$ cat config.mk
export PLATFORM = sky130hd
export DESIGN_NAME = period_timer
export DESIGN_NICKNAME = d
export VERILOG_FILES = /design/src/rtl/ptmr_pkg.sv /design/src/rtl/ptmr_bus.sv /design/src/rtl/ptmr_core.sv /design/src/rtl/period_timer.sv
export SDC_FILE = /design/constraint.sdc
export NUM_CORES = 1
export LEC_CHECK = 0
export BUFFER_PORTS_ARGS = -buffer_cell sky130_fd_sc_hd__buf_2
export CORE_MARGIN = 5
export CORE_UTILIZATION = 55
export DETAILED_ROUTE_END_ITERATION = 16
export GPL_TIMING_DRIVEN = 0
export PLACE_DENSITY = 0.79
export SLEW_MARGIN = 25
export SYNTH_ARGS = -nofsm -noshare
export SYNTH_HDL_FRONTEND = slang
export SYNTH_SLANG_ARGS = --single-unit
$ cat constraint.sdc
create_clock -name clk -period 2.38 [get_ports clk]
set_input_delay 0.119 -clock clk [delete_from_list [all_inputs] [get_ports clk]]
set_output_delay 0.119 -clock clk [all_outputs]
set_load 0.02 [all_outputs]
$ cat src/rtl/ptmr_pkg.sv
// Package: shared constants for the periodic down-counter timer.
// Assumes byte offsets on a word-aligned 32-bit register port.
package ptmr_pkg;
    localparam int          DATA_W     = 32;
    localparam logic [7:0]  OFS_CTRL   = 8'h00;
    localparam logic [7:0]  OFS_PERIOD = 8'h04;
    localparam logic [7:0]  OFS_CUR    = 8'h08;
    localparam logic [7:0]  OFS_CAL    = 8'h0C;
    localparam int          B_RUN      = 0;
    localparam int          B_IEN      = 1;
    localparam int          B_SRC      = 2;
    localparam int          B_FLAG     = 16;
    localparam logic [31:0] CAL_WORD   = 32'd10000;

    typedef enum logic [2:0] {
        SEL_NONE,
        SEL_CTRL,
        SEL_PERIOD,
        SEL_CUR,
        SEL_CAL
    } reg_sel_e;
endpackage

$ cat src/rtl/ptmr_bus.sv
// Module: ptmr_bus
// Decodes single-beat register requests into write/clear strobes and
// registers a response one cycle later. Unprivileged requests produce an
// error and no strobes. Assumes at most one request per cycle.
module ptmr_bus
    import ptmr_pkg::*;
#(
    parameter int ADDR_W = 8
) (
    input  logic              clk,
    input  logic              rst_n,
    input  logic              req_valid,
    input  logic              req_write,
    input  logic              req_unpriv,
    input  logic [ADDR_W-1:0] req_addr,
    input  logic [DATA_W-1:0] ctrl_word,
    input  logic [DATA_W-1:0] period_word,
    input  logic [DATA_W-1:0] cur_word,
    output logic              wr_ctrl,
    output logic              wr_period,
    output logic              wr_cur,
    output logic              rd_ctrl,
    output logic              rsp_valid,
    output logic              rsp_err,
    output logic [DATA_W-1:0] rsp_rdata
);
    reg_sel_e          sel;
    logic              accept;
    logic [DATA_W-1:0] rd_mux;

    // Map the byte offset to a register select.
    always_comb begin
        if (req_addr == ADDR_W'(OFS_CTRL))        sel = SEL_CTRL;
        else if (req_addr == ADDR_W'(OFS_PERIOD)) sel = SEL_PERIOD;
        else if (req_addr == ADDR_W'(OFS_CUR))    sel = SEL_CUR;
        else if (req_addr == ADDR_W'(OFS_CAL))    sel = SEL_CAL;
        else                                      sel = SEL_NONE;
    end

    // Only privileged requests reach the register file.
    always_comb begin
        accept    = req_valid && !req_unpriv;
        wr_ctrl   = accept &&  req_write && (sel == SEL_CTRL);
        wr_period = accept &&  req_write && (sel == SEL_PERIOD);
        wr_cur    = accept &&  req_write && (sel == SEL_CUR);
        rd_ctrl   = accept && !req_write && (sel == SEL_CTRL);
    end

    // Select read data from the pre-edge register state.
    always_comb begin
        case (sel)
            SEL_CTRL:   rd_mux = ctrl_word;
            SEL_PERIOD: rd_mux = period_word;
            SEL_CUR:    rd_mux = cur_word;
            SEL_CAL:    rd_mux = CAL_WORD;
            default:    rd_mux = '0;
        endcase
    end

    // Register the response; data is zero except for accepted reads.
    always_ff @(posedge clk) begin
        if (!rst_n) begin
            rsp_valid <= 1'b0;
            rsp_err   <= 1'b0;
            rsp_rdata <= '0;
        end else begin
            rsp_valid <= req_valid;
            rsp_err   <= req_valid && req_unpriv;
            rsp_rdata <= (accept && !req_write) ? rd_mux : '0;
        end
    end

    AST_RSP_FOLLOWS_REQ: assert property (@(posedge clk) disable iff (!rst_n)
        rsp_valid |-> $past(req_valid));
    AST_ERR_ONLY_UNPRIV: assert property (@(posedge clk) disable iff (!rst_n)
        rsp_err |-> ($past(req_unpriv) && rsp_rdata == '0));
    AST_CAL_CONST: assert property (@(posedge clk) disable iff (!rst_n)
        (req_valid && !req_unpriv && !req_write && sel == SEL_CAL)
            |=> (rsp_rdata == 32'd10000));
endmodule

$ cat src/rtl/ptmr_core.sv
// Module: ptmr_core
// Holds the control bits, period value and down-counter. It steps the
// counter on each enabled tick, flags expiries and issues a one-cycle
// interrupt. Assumes at most one of the write strobes per cycle.
module ptmr_core
    import ptmr_pkg::*;
#(
    parameter int CNT_W = 32
) (
    input  logic              clk,
    input  logic              rst_n,
    input  logic              ref_tick,
    input  logic              wr_ctrl,
    input  logic              wr_period,
    input  logic              wr_cur,
    input  logic              rd_ctrl,
    input  logic [DATA_W-1:0] wdata,
    output logic [DATA_W-1:0] ctrl_word,
    output logic [DATA_W-1:0] period_word,
    output logic [DATA_W-1:0] cur_word,
    output logic              irq
);
    logic             run_q, ien_q, src_q, flag_q, held_q;
    logic             run_d, ien_d, src_d, flag_d, held_d;
    logic [CNT_W-1:0] cnt_q, cnt_d, per_q, per_d;
    logic             step, expire;

    // A step is an enabled count event from the selected source.
    always_comb begin
        step   = run_q && (src_q || ref_tick);
        expire = step && (cnt_q == '0);
    end

    // Next state: counting first, then register writes take priority.
    always_comb begin
        run_d  = run_q;
        ien_d  = ien_q;
        src_d  = src_q;
        held_d = held_q;
        cnt_d  = cnt_q;
        per_d  = per_q;
        if (step) begin
            if (expire) begin
                if (per_q == '0) begin
                    run_d  = 1'b0;
                    held_d = 1'b0;
                    cnt_d  = '0;
                end else begin
                    cnt_d = per_q;
                end
            end else begin
                cnt_d = cnt_q - 1'b1;
            end
        end
        flag_d = (flag_q && !rd_ctrl && !wr_cur) || expire;
        if (wr_ctrl) begin
            run_d = wdata[B_RUN];
            ien_d = wdata[B_IEN];
            src_d = wdata[B_SRC];
            if (!run_q && wdata[B_RUN] && !held_q) begin
                cnt_d  = per_q;
                held_d = 1'b1;
            end else if (run_q && wdata[B_RUN] && (wdata[B_SRC] != src_q)) begin
                cnt_d  = per_q;
                held_d = 1'b1;
            end
        end
        if (wr_period) per_d = wdata[CNT_W-1:0];
        if (wr_cur) begin
            cnt_d  = per_q;
            held_d = 1'b1;
        end
    end

    // State registers and the registered interrupt pulse.
    always_ff @(posedge clk) begin
        if (!rst_n) begin
            run_q  <= 1'b0;
            ien_q  <= 1'b0;
            src_q  <= 1'b0;
            flag_q <= 1'b0;
            held_q <= 1'b0;
            cnt_q  <= '0;
            per_q  <= '0;
            irq    <= 1'b0;
        end else begin
            run_q  <= run_d;
            ien_q  <= ien_d;
            src_q  <= src_d;
            flag_q <= flag_d;
            held_q <= held_d;
            cnt_q  <= cnt_d;
            per_q  <= per_d;
            irq    <= expire && ien_q;
        end
    end

    // Present the register words to the bus.
    always_comb begin
        ctrl_word         = '0;
        ctrl_word[B_RUN]  = run_q;
        ctrl_word[B_IEN]  = ien_q;
        ctrl_word[B_SRC]  = src_q;
        ctrl_word[B_FLAG] = flag_q;
        period_word       = DATA_W'(per_q);
        cur_word          = run_q ? DATA_W'(cnt_q) : '0;
    end

    AST_IRQ_NEEDS_IEN: assert property (@(posedge clk) disable iff (!rst_n)
        irq |-> $past(ien_q));
    AST_FLAG_WITH_IRQ: assert property (@(posedge clk) disable iff (!rst_n)
        irq |-> flag_q);
    AST_ZERO_PERIOD_STOPS: assert property (@(posedge clk) disable iff (!rst_n)
        (expire && per_q == '0 && !wr_ctrl) |=> !run_q);
    AST_OFF_HOLDS_COUNT: assert property (@(posedge clk) disable iff (!rst_n)
        (!run_q && !wr_ctrl && !wr_cur) |=> $stable(cnt_q));
    AST_CUR_WRITE_CLEARS: assert property (@(posedge clk) disable iff (!rst_n)
        (wr_cur && !expire) |=> (!flag_q && cnt_q == $past(per_q)));
endmodule

$ cat src/rtl/period_timer.sv
// Module: period_timer (top)
// Periodic down-counter timer with a single-beat register port and a
// one-cycle interrupt. Assumes one request per cycle and a synchronous
// active-low reset.
module period_timer
    import ptmr_pkg::*;
#(
    parameter int ADDR_W = 8,
    parameter int CNT_W  = 32
) (
    input  logic              clk,
    input  logic              rst_n,
    input  logic              ref_tick,
    input  logic              req_valid,
    input  logic              req_write,
    input  logic              req_unpriv,
    input  logic [ADDR_W-1:0] req_addr,
    input  logic [31:0]       req_wdata,
    output logic              rsp_valid,
    output logic              rsp_err,
    output logic [31:0]       rsp_rdata,
    output logic              irq
);
    logic              wr_ctrl, wr_period, wr_cur, rd_ctrl;
    logic [DATA_W-1:0] ctrl_word, period_word, cur_word;

    initial begin
        if (CNT_W > DATA_W || CNT_W < 1) $error("CNT_W out of range");
        if (ADDR_W < 4) $error("ADDR_W too small");
    end

    ptmr_bus #(.ADDR_W(ADDR_W)) u_bus (
        .clk        (clk),
        .rst_n      (rst_n),
        .req_valid  (req_valid),
        .req_write  (req_write),
        .req_unpriv (req_unpriv),
        .req_addr   (req_addr),
        .ctrl_word  (ctrl_word),
        .period_word(period_word),
        .cur_word   (cur_word),
        .wr_ctrl    (wr_ctrl),
        .wr_period  (wr_period),
        .wr_cur     (wr_cur),
        .rd_ctrl    (rd_ctrl),
        .rsp_valid  (rsp_valid),
        .rsp_err    (rsp_err),
        .rsp_rdata  (rsp_rdata)
    );

    ptmr_core #(.CNT_W(CNT_W)) u_core (
        .clk        (clk),
        .rst_n      (rst_n),
        .ref_tick   (ref_tick),
        .wr_ctrl    (wr_ctrl),
        .wr_period  (wr_period),
        .wr_cur     (wr_cur),
        .rd_ctrl    (rd_ctrl),
        .wdata      (req_wdata),
        .ctrl_word  (ctrl_word),
        .period_word(period_word),
        .cur_word   (cur_word),
        .irq        (irq)
    );

    AST_UNPRIV_NO_EFFECT: assert property (@(posedge clk) disable iff (!rst_n)
        (req_valid && req_unpriv) |=> ($stable(period_word) && $stable(ctrl_word[2:0])));
endmodule

==> results of run 1 <==
metrics by stage:
step	hold WS, ns	cells	instance area (um2)	power, mW
after detailed placement	0.367	692	5070	1.88
after floorplan	0.255	507	4530	1.83
after global routing	0.0129	744	5620	3.00
after CTS	0.00263	742	5580	2.90
after global placement	0.358	692	5060	1.88
final	0.00519	744	5620	2.89
per-layer routing:
| layer | vias up | share of wire |
|---|---|---|
| li1 | 2112 | - |
| met1 | 2057 | 0.41 |
| met2 | 239 | 0.47 |
| met3 | 47 | 0.091 |
| met4 | 0 | 0.028 |
| met5 | - | 0 |
synth_stat cells (4+ instances only):
library cell	count
o2bb2ai_1	15
a21oi_1	43
nand4_1	10
or3_1	4
dfxtp_1	104
o21a_1	4
clkbuf_1	27
o2bb2ai_2	9
nand3b_1	5
inv_1	4
o41ai_1	4
nor3_1	11
a22o_1	4
nand2_1	78
xnor2_1	15
o21ai_0	7
nor4_1	19
a22oi_1	23
nor2_1	48
xor2_1	6
a221oi_1	5
o31ai_1	4
nand3_1	7
power by group through the flow:
stage          sequential (mW)  clock [mW]  combinational, mW
3_5_place_dp              1.78           0              0.103
6_report                  1.74        1.01              0.141
5_1_grt                   1.74        1.10              0.152
3_3_place_gp              1.78           0             0.0997
2_1_floorplan             1.78           0             0.0416
4_1_cts                   1.74        1.02              0.138
worst max-delay path by stage:
stage	start	endpoint	depth (start not counted)
after floorplan	u_core.cnt_q[25]	u_core.cnt_q[26]	7
after global placement	req_addr[5]	u_core.cnt_q[26]	8
after detailed placement	u_core.cnt_q[26]	u_core.cnt_q[26]	7
after CTS	u_core.cnt_q[25]	u_core.cnt_q[12]	6
after global routing	u_core.cnt_q[7]	u_core.cnt_q[19]	8
final	u_core.cnt_q[7]	u_core.cnt_q[19]	8
registers in the layout, indices dropped and copies added, names as in the netlist:
register            cells
u_bus.rsp_err           1
u_core.run_q            1
u_core.flag_q           1
u_core.src_q            1
u_core.irq              1
u_core.ien_q            1
u_core.held_q           1
u_core.cnt_q           32
u_core.period_word     32
u_bus.rsp_rdata        32
u_bus.rsp_valid         1
repair_timing:
item,CTS,global route
resized for setup,1,6
setup endpoints to repair,21,32
setup buffers,6,2
pin swaps,2,2
hold buffers,28,0
hold endpoints to repair,28,0
layout make-up:
class	count	area (um2)	share of cell area
inverter	4	15.0	0.00267
clock inverter	7	55.1	0.00980
timing repair buffer	116	741	0.132
buffer	33	165	0.0294
multi-input combinational	366	2300	0.410
clock buffer	9	124	0.0221
sequential	104	2080	0.371
tap	105	131	0.0234
worst max-delay path, stage by stage, from the launching register on:
cell	delay, ns
dfxtp_1	0.31
clkbuf_1	0.21
or4_1	0.62
nor2_2	0.21
nand4_1	0.12
buf_4	0.19
o2bb2ai_4	0.23
buf_6	0.20
o2bb2ai_1	0.12
kinds of logic after synthesis:
group,Yosys count,synth area share
compound gates,133,0.224
xor+xnor,21,0.0406
fa+ha+maj,1,0.00276
buf+inv,37,0.0395
flops,104,0.460
mux,3,0.00663
simple gates,208,0.227
==> run_results.csv, run 1 <==
group,metric,value,unit
setup_path,start_kind,"flip-flop",
synth,synthTopCellsByArea,"dfxtp_1, nand2_1, a21oi_1",
setup_path,r2r_start,"u_core.cnt_q[7]",
drt,first_pass_iters,5,
floorplan,floorplan.initialDensity,0.557,
sta,relSlewSlack,0.371,
sta,maxSlewViolCount,0,
final_layout,layout_common_cells,"dfxtp_1, buf_2, nand2_1, nor2_1, a21oi_1",
hold_path,min_to,"u_core.period_word[12]",
grt,grt-ovfl-total,0,
synth,synth_warnings,0,
status,outcome,"finished, final reports clean",
synth,yosysTopAreaCell,"dfxtp_1",
place,pre_cts_ws,-0.104,ns
final_layout,fin_util,0.690,
sta,fin_tns_setup,0,ns
clock_tree,cts_tree,"built",
grt,global_route.usage.met3,0.0651,
sta,max_freq,0.438,GHz
sta,tightestPinTransition,0.939,ns
final_layout,nNetsFinal,681,
synth,synthCells,507,
grt,global_route.usage.met1,0.334,
pwr,clkPwrFrac,0.349,
drt,drt.antenna.violating_nets,0,
setup_path,cp_data_arrival_time,2.58,ns
pwr,swShare,0.237,
grt,antenna_found_initial,0,
drt,drtIter0Drc,334,
synth,synthArstFlopShare,0,
place,portBuffers,80,
grt,grt_max_degree,19,
sta,finClkSkew,0.0153,ns
grt,grtUsageMet2,0.421,
synth,synthesis.area,0.00453,mm2
drt,vias,4455,
place,dp_hpwl,9060,um
final_layout,diodes,0,
drt,routed_via_density,5.99,
floorplan,die_x,101,um
clock_tree,numCtsBuffers,9,
synth,avgSynthCellArea,8.94,um2
pwr,comb_power_share,0.049,
setup_path,worst_r2r_endpoint,"u_core.cnt_q[19]",
sta,period_minus_slack,2.29,ns
hold_path,whs_path_depth,3,
synth,syn_nets,554,
final_layout,final.fill_count,654,
setup_path,worstPathRequired,2.68,ns
synth,ys_seq_area_frac,0.460,
synth,ys_ff_latch,104,
grt,grt_first_pass_wirelength,21000,um
place,gp_congestion,0.933,
sta,finalSetupViolCount,0,
sta,setup_ws,0.0944,ns
pwr,power_frac_seq,0.602,
final_layout,final_common_cell,"dfxtp_1",
pwr,p_switching,0.686,mW
synth,synth_edf_count,0,
pwr,vdd_drop_max,0.000312,V
grt,grt_pass1_vias,4346,
setup_path,criticalPathCategory,"flip-flop to flip-flop",
job,drv_cap,0,
drt,post_drt_wl_per_cell,17.2,um
floorplan,core-area,0.00813,mm2
synth,ys.flop_type,"dfxtp_1",
floorplan,rows,33,
floorplan,dieArea,0.0102,mm2
clock_tree,path_clk_slew,0.09,ns
hold_path,worstHoldStart,"req_wdata[12]",
drt,routed_wl,12800,um
grt,grt-busiest-layer,"met2",
final_layout,drive_gt1_frac,0.211,
setup_path,cp_max_fo,10,
sta,period_share,0.960,
setup_path,endpoint_kind,"flip-flop",
pwr,power_density,515,mW/mm2
clock_tree,cts_max_path_buffers,2,
clock_tree,htreeDepth,3,
setup_path,reg2reg_slack,0.09,ns
clock_tree,cts.sinks,104,
synth,synth_top_area_share,0.460,
hold_path,hold_class,"primary input to flip-flop",
floorplan,ioPinCount,81,
pwr,leakagePower,2.06,nW
final_layout,area_growth,23.9,%
floorplan,die_h,101,um
clock_tree,insertion_delay,0.37,ns
sta,hold_violations,0,
clock_tree,cts-root-buf,"clkbuf_8",
synth,synth.distinct_cells,54,
drt,drc,0,
setup_path,r2r_cells,8,
grt,globalRouteTotalUtil,0.258,
pwr,intPower,2.20,mW
Power figures use the tool's default switching activity.
==> run 2: changes to the inputs <==
ABC_AREA = 1   (was default)
CORE_UTILIZATION = 58   (was 55)
MAX_ROUTING_LAYER = met4   (was default)
PLACE_DENSITY = 0.81   (was 0.79)
==> run_results.csv, run 2 <==
group,metric,value,unit
floorplan,die_x,108,um
clock_tree,numCtsBuffers,9,
sta,tightestPinTransition,0.902,ns
final_layout,diodes,0,
clock_tree,cts_max_path_buffers,2,
synth,synthesis.area,0.00554,mm2
setup_path,endpoint_kind,"flip-flop",
drt,drc,0,
sta,maxSlewViolCount,0,
synth,synth_edf_count,0,
pwr,vdd_drop_max,0.000558,V
drt,drt.antenna.violating_nets,0,
sta,rsz0062_at_grt,"no",
status,outcome,"finished, final reports clean",
grt,grt-busiest-layer,"met2",
synth,syn_nets,898,
synth,synth.most_common_cell,"nand2_1",
floorplan,ioPinCount,81,
final_layout,nNetsFinal,1020,
floorplan,rows,35,
drt,routed_via_density,5.83,
grt,grt_max_degree,21,
synth,synthTopCellsByArea,"dfxtp_1, nand2_1, nor2_1",
hold_path,hold_class,"primary input to flip-flop",
sta,relSlewSlack,0.394,
sta,period_share,0.918,
grt,antenna_found_initial,0,
clock_tree,path_clk_slew,0.12,ns
floorplan,die_h,108,um
sta,finalSetupViolCount,0,
grt,grt_first_pass_wirelength,31300,um
setup_path,cp_max_fo,10,
setup_path,cp-startpoint,"u_core.period_word[15]",
floorplan,core-area,0.00928,mm2
sta,hold_violations,0,
setup_path,worstPathRequired,2.65,ns
sta,period_minus_slack,2.18,ns
floorplan,dieArea,0.0116,mm2
synth,ys_ff_latch,104,
clock_tree,htreeDepth,3,
setup_path,start_kind,"flip-flop",
setup_path,reg2reg_slack,0.20,ns
setup_path,cp_data_arrival_time,2.45,ns
synth,synthCells,851,
drt,routed_wl,19900,um
setup_path,r2r_start,"u_core.period_word[15]",
grt,grt-ovfl-total,0,
final_layout,final.fill_count,799,
setup_path,criticalPathCategory,"flip-flop to flip-flop",
setup_path,worst_r2r_endpoint,"u_core.cnt_q[25]",
synth,ys_seq_area_frac,0.376,
grt,grtUsageMet2,0.563,
clock_tree,cts.sinks,104,
grt,global_route.usage.met1,0.441,
sta,finClkSkew,0.0103,ns
final_layout,layout_common_cells,"nand2_1, nor2_1, dfxtp_1, buf_2, a21oi_1",
place,portBuffers,80,
drt,vias,6457,
clock_tree,insertion_delay,0.39,ns
final_layout,area_growth,19.5,%
drt,drtIter0Drc,732,
synth,avgSynthCellArea,6.51,um2
setup_path,crit_end,"u_core.cnt_q[25]",
sta,fin_tns_setup,0,ns
clock_tree,cts-root-buf,"clkbuf_8",
place,dp_hpwl,14400,um
grt,grt_pass1_vias,6168,
floorplan,floorplan.initialDensity,0.597,
place,gp_congestion,1.04,
grt,globalRouteTotalUtil,0.358,
setup_path,r2r_cells,9,
sta,max_freq,0.458,GHz
clock_tree,cts_tree,"built",
synth,synthArstFlopShare,0,
pwr,leakagePower,2.99,nW
synth,synth_common_cells,"nand2_1, nor2_1, dfxtp_1",
grt,global_route.usage.met3,0.0672,
drt,post_drt_wl_per_cell,18.0,um
synth,synth.distinct_cells,37,
pwr,power_density,456,mW/mm2
final_layout,final_common_cell,"nand2_1",
clock_tree,cts_resized,0,
synth,synth_top_area_share,0.376,
synth,synth_warnings,0,
hold_path,worstHoldStart,"req_wdata[2]",
final_layout,drive_gt1_frac,0.163,
synth,ys.flop_type,"dfxtp_1",
final_layout,fin_util,0.714,
drt,first_pass_iters,8,
job,drv_cap,0,
clock_tree,post-cts-setup-buffers,0,
synth,yosysTopAreaCell,"dfxtp_1",
run 2: through the flow:
step / cell area (um2) / hold WS (ns) / worst slack [ns] / cells / total power, mW
after floorplan: 5540 / 0.230 / 0.716 / 851 / 1.82
after global placement: 6110 / 0.339 / 0.288 / 1060 / 1.88
after detailed placement: 6110 / 0.347 / 0.287 / 1060 / 1.88
after CTS: 6630 / 0.0220 / 0.263 / 1107 / 3.01
after global routing: 6630 / 0.0408 / 0.0597 / 1107 / 3.10
final: 6630 / 0.0290 / 0.196 / 1107 / 3.02
run 2: cells by family after synthesis:
family	after synthesis	share of synthesized area
buf+inv	100	0.0747
xor+xnor	4	0.00632
simple gates	483	0.383
fa+ha+maj	1	0.00226
flops	104	0.376
compound gates	159	0.158
run 2: layer usage:
layer / part of all wire / vias up
met5: 0 / -
met4: 0.035 / 0
met3: 0.10 / 78
met2: 0.47 / 425
met1: 0.39 / 2944
li1: - / 3010
run 2: how the worst min path moves through the flow:
| stage | to | cells past startpoint |
|---|---|---|
| 6_report | u_core.period_word[2] | 3 |
| 5_1_grt | u_core.src_q | 3 |
| 4_1_cts | u_core.period_word[2] | 3 |
| 3_5_place_dp | u_core.period_word[11] | 3 |
| 3_3_place_gp | u_core.period_word[19] | 3 |
| 2_1_floorplan | u_bus.rsp_valid | 2 |
run 2: cell type report:
| class | instances | area (um2) | area share |
|---|---|---|---|
| Timing Repair Buffer | 111 | 711 | 0.107 |
| Clock buffer | 9 | 124 | 0.0187 |
| Inverter | 62 | 233 | 0.0351 |
| Buffer | 38 | 181 | 0.0274 |
| Sequential cell | 104 | 2080 | 0.314 |
| Clock inverter | 7 | 78.8 | 0.0119 |
| Tap cell | 129 | 161 | 0.0244 |
| Multi-Input combinational cell | 647 | 3050 | 0.461 |
run 2: critical path, cell delays in order (launching register included):
cell     delay, ns
dfxtp_1       0.38
nor2_1        0.17
nand3_1       0.19
nor3_1        0.37
nand2_2       0.27
buf_2         0.30
nand3_1       0.12
nand3_1       0.10
nand2_1       0.10
a21oi_2       0.06
run 2: where the power goes:
part / internal, mW / switching (mW) / leakage [nW]
registers: 1.74 / 0.00115 / 0.838
logic: 0.0719 / 0.0701 / 2.05
clock network: 0.415 / 0.719 / 0.101
total: 2.23 / 0.791 / 2.99
run 2: repair_timing:
item / in CTS / in global routing
hold endpoints to repair: 30 / 0
endpoints found under the setup margin: 0 / 0
hold buffers: 31 / 0
